===== src/rtl/fgc_pkg.sv =====
package fgc_pkg;
   typedef enum logic [2:0] {
      FG_IDLE   = 3'd0,
      FG_ARMED  = 3'd1,
      FG_FIELD0 = 3'd2,
      FG_GAP    = 3'd3,
      FG_FIELD1 = 3'd4
   } fg_state_t;
endpackage


===== src/rtl/fgc_vb_edge.sv =====
module fgc_vb_edge #(
   parameter bit VB_ACTIVE_HIGH = 1'b1
) (
   input  logic clk,
   input  logic rst_n,
   input  logic vblank_in,
   output logic blank,
   output logic blank_q,
   output logic blank_starts,
   output logic blank_ends
);
   generate
      if (VB_ACTIVE_HIGH) begin : g_pos
         assign blank = vblank_in;
      end else begin : g_neg
         assign blank = ~vblank_in;
      end
   endgenerate

   always_ff @(posedge clk) begin
      if (!rst_n) blank_q <= 1'b0;
      else        blank_q <= blank;
   end

   assign blank_starts = blank & ~blank_q;
   assign blank_ends   = ~blank & blank_q;
endmodule


===== src/rtl/fgc_seq.sv =====
module fgc_seq
   import fgc_pkg::*;
(
   input  logic      clk,
   input  logic      rst_n,
   input  logic      cfg_we,
   input  logic      cfg_acquire,
   input  logic      blank_starts,
   input  logic      blank_ends,
   output fg_state_t state,
   output logic      field_start,
   output logic      capturing,
   output logic      odd_field,
   output logic      acquiring
);
   fg_state_t nxt;
   logic      acq_r;

   always_comb begin
      nxt = state;
      unique case (state)
         FG_IDLE:   if (cfg_we && cfg_acquire) nxt = FG_ARMED;
         FG_ARMED:  if (!acq_r) nxt = FG_IDLE;
                    else if (blank_ends) nxt = FG_FIELD0;
         FG_FIELD0: if (blank_starts) nxt = acq_r ? FG_GAP : FG_IDLE;
         FG_GAP:    if (blank_ends) nxt = acq_r ? FG_FIELD1 : FG_IDLE;
         FG_FIELD1: if (blank_starts) nxt = FG_IDLE;
         default:   nxt = FG_IDLE;
      endcase
   end

   always_ff @(posedge clk) begin
      if (!rst_n) begin
         state <= FG_IDLE;
         acq_r <= 1'b0;
      end else begin
         state <= nxt;
         if (cfg_we) acq_r <= cfg_acquire;
      end
   end

   assign field_start = (nxt != state) && ((nxt == FG_FIELD0) || (nxt == FG_FIELD1));
   assign capturing   = (state == FG_FIELD0) || (state == FG_FIELD1);
   assign odd_field   = (state == FG_FIELD1);
   assign acquiring   = capturing || (state == FG_GAP);
endmodule


===== src/rtl/fgc_addr.sv =====
module fgc_addr #(
   parameter int PIX_W  = 8,
   parameter int COL_W  = 9,
   parameter int LINE_W = 8,
   localparam int ADDR_W = LINE_W + 1 + COL_W
) (
   input  logic              clk,
   input  logic              rst_n,
   input  logic              field_start,
   input  logic              capturing,
   input  logic              odd_field,
   input  logic              blank,
   input  logic              pix_valid,
   input  logic [PIX_W-1:0]  pix_data,
   output logic              wr_en,
   output logic [ADDR_W-1:0] wr_addr,
   output logic [PIX_W-1:0]  wr_data
);
   logic [COL_W-1:0] col;
   logic [LINE_W:0]  line;
   logic             accept;

   assign accept = capturing && pix_valid && !blank && !line[LINE_W];

   always_ff @(posedge clk) begin
      if (!rst_n) begin
         col     <= '0;
         line    <= '0;
         wr_en   <= 1'b0;
         wr_addr <= '0;
         wr_data <= '0;
      end else begin
         wr_en <= accept;
         if (field_start) begin
            col  <= '0;
            line <= '0;
         end else if (accept) begin
            wr_addr <= {line[LINE_W-1:0], odd_field, col};
            wr_data <= pix_data;
            col     <= col + 1'b1;
            if (&col) line <= line + 1'b1;
         end
      end
   end
endmodule


===== src/rtl/frame_acq_ctrl.sv =====
module frame_acq_ctrl
   import fgc_pkg::*;
#(
   parameter int PIX_W          = 8,
   parameter int COL_W          = 9,
   parameter int LINE_W         = 8,
   parameter bit VB_ACTIVE_HIGH = 1'b1,
   localparam int ADDR_W        = LINE_W + 1 + COL_W
) (
   input  logic              clk,
   input  logic              rst_n,
   input  logic              vblank,
   input  logic              pix_valid,
   input  logic [PIX_W-1:0]  pix_data,
   input  logic              cfg_we,
   input  logic              cfg_acquire,
   input  logic              cfg_show_stored,
   output logic              fs_we,
   output logic [ADDR_W-1:0] fs_addr,
   output logic [PIX_W-1:0]  fs_data,
   output logic              disp_stored,
   output logic [7:0]        status
);
   generate
      if (COL_W < 1 || LINE_W < 1 || PIX_W < 1) begin : g_bad_params
         $error("frame_acq_ctrl: all widths must be at least one");
      end
   endgenerate

   logic      blank, blank_q, blank_starts, blank_ends;
   fg_state_t state;
   logic      field_start, capturing, odd_field, acquiring;

   fgc_vb_edge #(.VB_ACTIVE_HIGH(VB_ACTIVE_HIGH)) u_edge (
      .clk          (clk),
      .rst_n        (rst_n),
      .vblank_in    (vblank),
      .blank        (blank),
      .blank_q      (blank_q),
      .blank_starts (blank_starts),
      .blank_ends   (blank_ends)
   );

   fgc_seq u_seq (
      .clk          (clk),
      .rst_n        (rst_n),
      .cfg_we       (cfg_we),
      .cfg_acquire  (cfg_acquire),
      .blank_starts (blank_starts),
      .blank_ends   (blank_ends),
      .state        (state),
      .field_start  (field_start),
      .capturing    (capturing),
      .odd_field    (odd_field),
      .acquiring    (acquiring)
   );

   fgc_addr #(.PIX_W(PIX_W), .COL_W(COL_W), .LINE_W(LINE_W)) u_addr (
      .clk         (clk),
      .rst_n       (rst_n),
      .field_start (field_start),
      .capturing   (capturing),
      .odd_field   (odd_field),
      .blank       (blank),
      .pix_valid   (pix_valid),
      .pix_data    (pix_data),
      .wr_en       (fs_we),
      .wr_addr     (fs_addr),
      .wr_data     (fs_data)
   );

   always_ff @(posedge clk) begin
      if (!rst_n)      disp_stored <= 1'b0;
      else if (cfg_we) disp_stored <= cfg_show_stored;
   end

   assign status = {6'b000000, acquiring, blank_q};
endmodule


===== config.mk =====
export PLATFORM = sky130hd
export DESIGN_NAME = frame_acq_ctrl
export DESIGN_NICKNAME = d
export VERILOG_FILES = /design/src/rtl/fgc_pkg.sv /design/src/rtl/fgc_vb_edge.sv /design/src/rtl/fgc_seq.sv /design/src/rtl/fgc_addr.sv /design/src/rtl/frame_acq_ctrl.sv
export SDC_FILE = /design/constraint.sdc
export NUM_CORES = 1
export LEC_CHECK = 0
export BUFFER_PORTS_ARGS = -buffer_cell sky130_fd_sc_hd__buf_4
export CAP_MARGIN = 15
export CORE_ASPECT_RATIO = 1.1
export CORE_MARGIN = 1
export CORE_UTILIZATION = 30
export DETAILED_ROUTE_END_ITERATION = 6
export GPL_ROUTABILITY_DRIVEN = 0
export PLACE_DENSITY = 0.53
export SLEW_MARGIN = 20
export SYNTH_ARGS = -nofsm -noshare
export SYNTH_HDL_FRONTEND = slang
export SYNTH_SLANG_ARGS = --single-unit

===== constraint.sdc =====
create_clock -name clk -period 7.5 [get_ports clk]
set_clock_uncertainty 0.1 [all_clocks]
set_input_delay 1.5 -clock clk [delete_from_list [all_inputs] [get_ports clk]]
set_output_delay 1.5 -clock clk [all_outputs]
set_load 0.05 [all_outputs]

==> results of run 1 <==
[kinds of logic after synthesis]
family	after synthesis
adders and majority gates	2
buffers and inverters	24
xor gates and xnor gates	11
and+or+nand+nor	119
AOI/OAI and AO/OA	53
other	1
DFF	51
muxes	1
[per-layer routing]
| layer | track usage | vias up | part of all wire |
|---|---|---|---|
| li1 | - | 956 | - |
| met1 | 0.157 | 894 | 0.47 |
| met3 | 0.0258 | 6 | 0.030 |
| met2 | 0.223 | 35 | 0.48 |
| met5 | 0 | - | 0 |
| met4 | 0.0546 | 0 | 0.017 |
[power breakdown]
group | switching [mW] | total, mW | internal, mW | leakage, nW
registers | 0.00141 | 0.273 | 0.272 | 0.411
clock network | 0.0933 | 0.193 | 0.0995 | 0.0581
logic | 0.0172 | 0.0275 | 0.0102 | 0.506
[registers in the layout, indices dropped and copies added (netlist names)]
name            flops
u_addr.wr_addr     18
u_addr.col          9
u_addr.line         9
u_addr.wr_data      8
u_seq.state         3
disp_stored         1
u_addr.wr_en        1
u_edge.blank_q      1
u_seq.acq_r         1
[synthesized netlist by cell type]
cell type	n	area, µm²
nor3_1	2	10.0
conb_1	1	3.75
a21oi_1	13	65.1
or4b_4	1	13.8
or3b_2	2	17.5
and2_1	2	12.5
clkbuf_1	10	37.5
inv_1	3	11.3
or3_1	3	18.8
nand4_1	5	31.3
nor4b_2	1	15.0
mux2i_1	1	10.0
buf_6	1	11.3
xor2_1	7	61.3
xnor2_1	4	35.0
o21ai_1	1	5.00
o22ai_1	1	6.26
buf_2	2	10.0
o211ai_1	1	7.51
and3_1	2	12.5
nand2_1	63	236
dfxtp_1	51	1020
nand2b_1	4	25.0
ha_1	2	25.0
nor2_1	11	41.3
o21ai_0	3	15.0
and4_1	3	26.3
buf_4	8	60.1
nand3_1	8	40.0
or4_1	8	60.1
a21boi_0	27	203
nor2b_1	3	18.8
nor4b_1	1	8.76
o31ai_1	7	52.6
[layout make-up]
| cell class | count | area (µm²) |
|---|---|---|
| inverters | 3 | 11.3 |
| fillers | 752 | 4390 |
| flip-flops and latches | 51 | 1020 |
| clock inverters | 3 | 43.8 |
| well taps | 85 | 106 |
| clock buffers | 5 | 68.8 |
| multi-input cells | 192 | 1100 |
| repair buffers | 45 | 338 |
[per-stage QoR]
stage	total power [mW]	instances	hold WS [ns]	cell area (µm²)	utilization
4_1_cts	0.501	384	0.371	2690	0.379
5_1_grt	0.513	384	0.383	2690	0.380
3_3_place_gp	0.307	376	0.350	2570	0.363
3_5_place_dp	0.307	376	0.356	2570	0.363
6_report	0.493	384	0.364	2690	0.380
2_1_floorplan	0.301	267	0.351	2250	-
[path summary, 6_finish.rpt]
path,from,endpoint,slack (ns)
hold / removal,u_addr.wr_data[0],u_addr.wr_data[0],0.36
hold reg to reg,u_addr.wr_data[0],u_addr.wr_data[0],0.36
setup reg to reg,u_seq.state[0],u_addr.line[6],5.00
setup / recovery,vblank,u_addr.line[6],4.04
[critical path, cell delays in order]
cell     delay (ns)
buf_4          0.14
or4b_4         0.57
or4_1          0.69
or4_1          0.55
a21oi_1        0.15
==> results.yml, run 1 <==
status:
  status: "complete, but fails checks"
  violations: "DRC"
flow_run:
  drv_cap: 0
critical_path:
  required_ns: 7.64
  cp-end-kind: "register"
  arrival_ns: 3.60
  cp_max_fo: 9
  reg2regPathDepth: 4
  worstSetupStartpointType: "input pin"
  critPathKind: "in -> reg"
clock_tree:
  cts_buffers: 5
  postCtsSetupRepairBufs: 0
  cts_root_buf: "clkbuf_8"
  clk_pin_slew_ns: 0.10
  cts_hold_buffers: 0
  tritoncts: "yes"
  cts_num_sinks: 51
  htreeDepth: 2
  clk_latency_ns: 0.31
  ctsResizeCount: 0
  cts_buffer_depth: 2
synth:
  synth_mux_area_frac: 0.00449
  synth_area_mm2: 0.00223
  ys_types: 34
  synth_cells: 262
  ys_warn_count: 0
  avgSynthCellArea_um2: 8.51
  synth-simple-area-share: 0.264
  synth-xor-area-share: 0.0432
  ys_seq_elements: 51
  synth_top_family_by_area: "simple AND/OR/NAND/NOR gates"
  yosysSeqAreaShare: 0.458
  synthAdderAreaFrac: 0.0112
  synth_compound_area_frac: 0.159
detailed_routing:
  num_vias: 1891
  wl_per_cell_um: 12.5
  drcViolationCount: 6
  finalWirelength_um: 4800
  drt_iter0_markers: 78
  dr.pass1.iters: 6
  post_drt_via_cell_ratio: 4.92
  antenna_left: 0
sta:
  rsz0062_at_grt: "false"
  fin_tns_setup_ns: 0
  final_max_slew_viol_count: 0
  slew_headroom: 0.371
  finalHoldViolations: 0
  setup_violations: 0
  worst_pin_slew_ns: 0.941
  post-route-min-period_ns: 3.46
  max_freq_ghz: 0.289
  worst_slack_ns: 4.04
  timing.final.crit_share: 0.461
power_and_ir_drop:
  leakage_nw: 0.976
  peakVddDrop_v: 0.000120
  cellPowerDensity_mw_per_mm2: 183
finish:
  syn_to_final_growth_pct: 20.8
  drive_gt1_frac: 0.194
  final_cell_mix: "nand2_1 (63), dfxtp_1 (51), buf_4 (45), a21boi_0 (27), a21oi_1 (13)"
  nNetsFinal: 315
  n_antenna_cell: 0
  layout_commonest_cell: "nand2_1"
floorplanning:
  dieArea_mm2: 0.00778
  die_width_um: 84.2
  start_util: 0.314
  coreArea_mm2: 0.00709
  rows: 32
  io_pins: 51
  die-height_um: 92.4
global_routing:
  grt_start_max_net_pins: 34
  overflow: 0
  antenna_found_initial: 0
  grt.total_usage: 0.130
  grt_pass1_vias: 1747
  grt_pass1_wl_um: 8150
min_path:
  holdPathStages: 2
  min_path_type: "reg -> reg"
place:
  port_buffers: 44
  dp_hpwl_um: 3210
  preCtsSetupSlack_ns: 3.73
Power figures use the tool's default switching activity.
==> run 2, diff against run 1 <==
==> constraint.sdc (replaced) <==
create_clock -name clk -period 3.6 [get_ports clk]
set_clock_uncertainty 0.1 [all_clocks]
set_input_delay 0.72 -clock clk [delete_from_list [all_inputs] [get_ports clk]]
set_output_delay 0.72 -clock clk [all_outputs]
set_load 0.05 [all_outputs]
==> run 2 against run 1 <==
  * Total power up 110%
  * Largest cell class unchanged
  * The flow still finishes with violations (DRC)
  * First-iteration DRC count rose by 7.7%
  * Sequential power rose by 110%
  * Non-clock buffer count is 5 higher
  * Hold slack improved by 0.0036 ns
  * Highest routed layer unchanged
  * Critical path type unchanged
  * Register-to-register slack lost 3.9 ns
  * Global-route usage is 0.19 points lower
  * Cell area is 1.4% higher
  * Wire length decreased by 3.5%
  * Die area did not move
==> results.yml, run 2 (synthesis results as in run 1) <==
critical_path:
  crit_chain: "buf_4 > or4b_4 > or4_1 > or4_1 > a21oi_1"
  required_ns: 3.73
  cp_max_fo: 9
  critPathSlowestCell: "or4_1"
  cpPeakStageDelay_ns: 0.69
  arrival_ns: 2.80
  crit_top_cell: "or4_1"
  worstSetupStartpointType: "input pin"
  critPathTopFamily: "simple AND/OR/NAND/NOR gates"
  critPathBufInv: 1
  cp-end-kind: "register"
  critPathKind: "in -> reg"
sta:
  rsz0062_at_grt: "false"
  post-route-min-period_ns: 2.67
  setup_violations: 0
  max_freq_ghz: 0.374
  final_max_slew_viol_count: 0
  fin_tns_setup_ns: 0
  worst_slack_ns: 0.928
  timing.final.crit_share: 0.742
  finalHoldViolations: 0
detailed_routing:
  antenna_left: 0
  drt_iter0_markers: 84
  num_vias: 1867
  drcViolationCount: 6
  post_drt_via_cell_ratio: 4.80
  wl_per_cell_um: 11.9
  dr.pass1.iters: 6
  finalWirelength_um: 4630
global_routing:
  grt.total_usage: 0.128
  grt_pass1_wl_um: 8020
  antenna_found_initial: 0
  overflow: 0
  grt_pass1_vias: 1700
  grt_start_max_net_pins: 34
finish:
  nFillCells: 761
  syn_to_final_growth_pct: 22.5
  nNetsFinal: 320
  final_cell_mix: "nand2_1 (63), dfxtp_1 (51), buf_4 (50), a21boi_0 (27), a21oi_1 (13)"
  drive_gt1_frac: 0.207
  n_antenna_cell: 0
  largest_registers: "u_addr.wr_addr (18), u_addr.col (9), u_addr.line (9)"
  largest_register_ffs: 18
  layout_commonest_cell: "nand2_1"
  largest_register: "u_addr.wr_addr"
power_and_ir_drop:
  power_frac_seq: 0.551
  internal_power_mw: 0.813
  p_sw_frac: 0.213
  clockPowerShare: 0.394
  peakVddDrop_v: 0.000136
  switching_power_mw: 0.220
  leakage_nw: 1.00
  share_comb_of_total_power: 0.056
  cellPowerDensity_mw_per_mm2: 379
clock_tree:
  clk_latency_ns: 0.30
  postCtsSetupRepairBufs: 0
  cts_root_buf: "clkbuf_8"
  cts_hold_buffers: 0
  htreeDepth: 2
  ctsResizeCount: 0
  clk_pin_slew_ns: 0.09
  cts_buffers: 5
  tritoncts: "yes"
  cts_num_sinks: 51
  cts_buffer_depth: 2
min_path:
  min_path_type: "reg -> reg"
status:
  status: "complete, but fails checks"
  violations: "DRC"
place:
  port_buffers: 44
  preCtsSetupSlack_ns: 0.609
  dp_hpwl_um: 3220
floorplanning:
  rows: 32
  io_pins: 51
  die-height_um: 92.4
  coreArea_mm2: 0.00709
  dieArea_mm2: 0.00778
  start_util: 0.314
  die_width_um: 84.2
flow_run:
  drv_cap: 0
## run 2: path summary, 6_finish.rpt
path	slack [ns]	startpoint	to	cells after the start
setup / recovery	0.93	vblank	u_addr.line[5]	5
hold reg to reg	0.37	u_addr.wr_addr[10]	u_addr.wr_addr[10]	2
setup reg to reg	1.10	u_seq.state[0]	u_addr.line[5]	4
hold / removal	0.37	u_addr.wr_addr[10]	u_addr.wr_addr[10]	2
## run 2: cell type report
cell class | instances | area, µm² | share of cell area
multi-input cells | 192 | 1100 | 0.402
flip-flops and latches | 51 | 1020 | 0.374
repair buffers | 50 | 375 | 0.137
well taps | 85 | 106 | 0.0390
clock buffers | 6 | 82.6 | 0.0302
clock inverters | 2 | 35.0 | 0.0128
inverters | 3 | 11.3 | 0.00412
## run 2: metrics by stage
stage	instances	hold WS [ns]	utilization	total power, mW	instance area [µm²]
2_1_floorplan	267	0.351	-	0.627	2250
3_3_place_gp	381	0.350	0.369	0.640	2610
3_5_place_dp	381	0.360	0.369	0.641	2610
4_1_cts	389	0.374	0.385	1.05	2730
5_1_grt	389	0.386	0.385	1.08	2730
6_report	389	0.368	0.385	1.03	2730
## run 2: worst min-delay path, delay by kind of cell (launching register included)
family / cells / cell delay (ns)
flip-flops: 1 / 0.32
AND/OR/NAND/NOR: 1 / 0.05
AO/OA/AOI/OAI: 1 / 0.06
## run 2: metal layers
metal,GRT usage,share of wire
met5,0,0
met4,0.0431,0.014
met3,0.0258,0.030
met2,0.215,0.50
met1,0.162,0.46
## run 2: power groups by stage
stage	Sequential, mW	Clock (mW)	Combinational, mW
floorplan	0.583	0	0.0436
global placement	0.582	0	0.0582
detailed placement	0.582	0	0.0584
CTS	0.569	0.425	0.0584
global route	0.570	0.446	0.0622
finish	0.569	0.407	0.0576
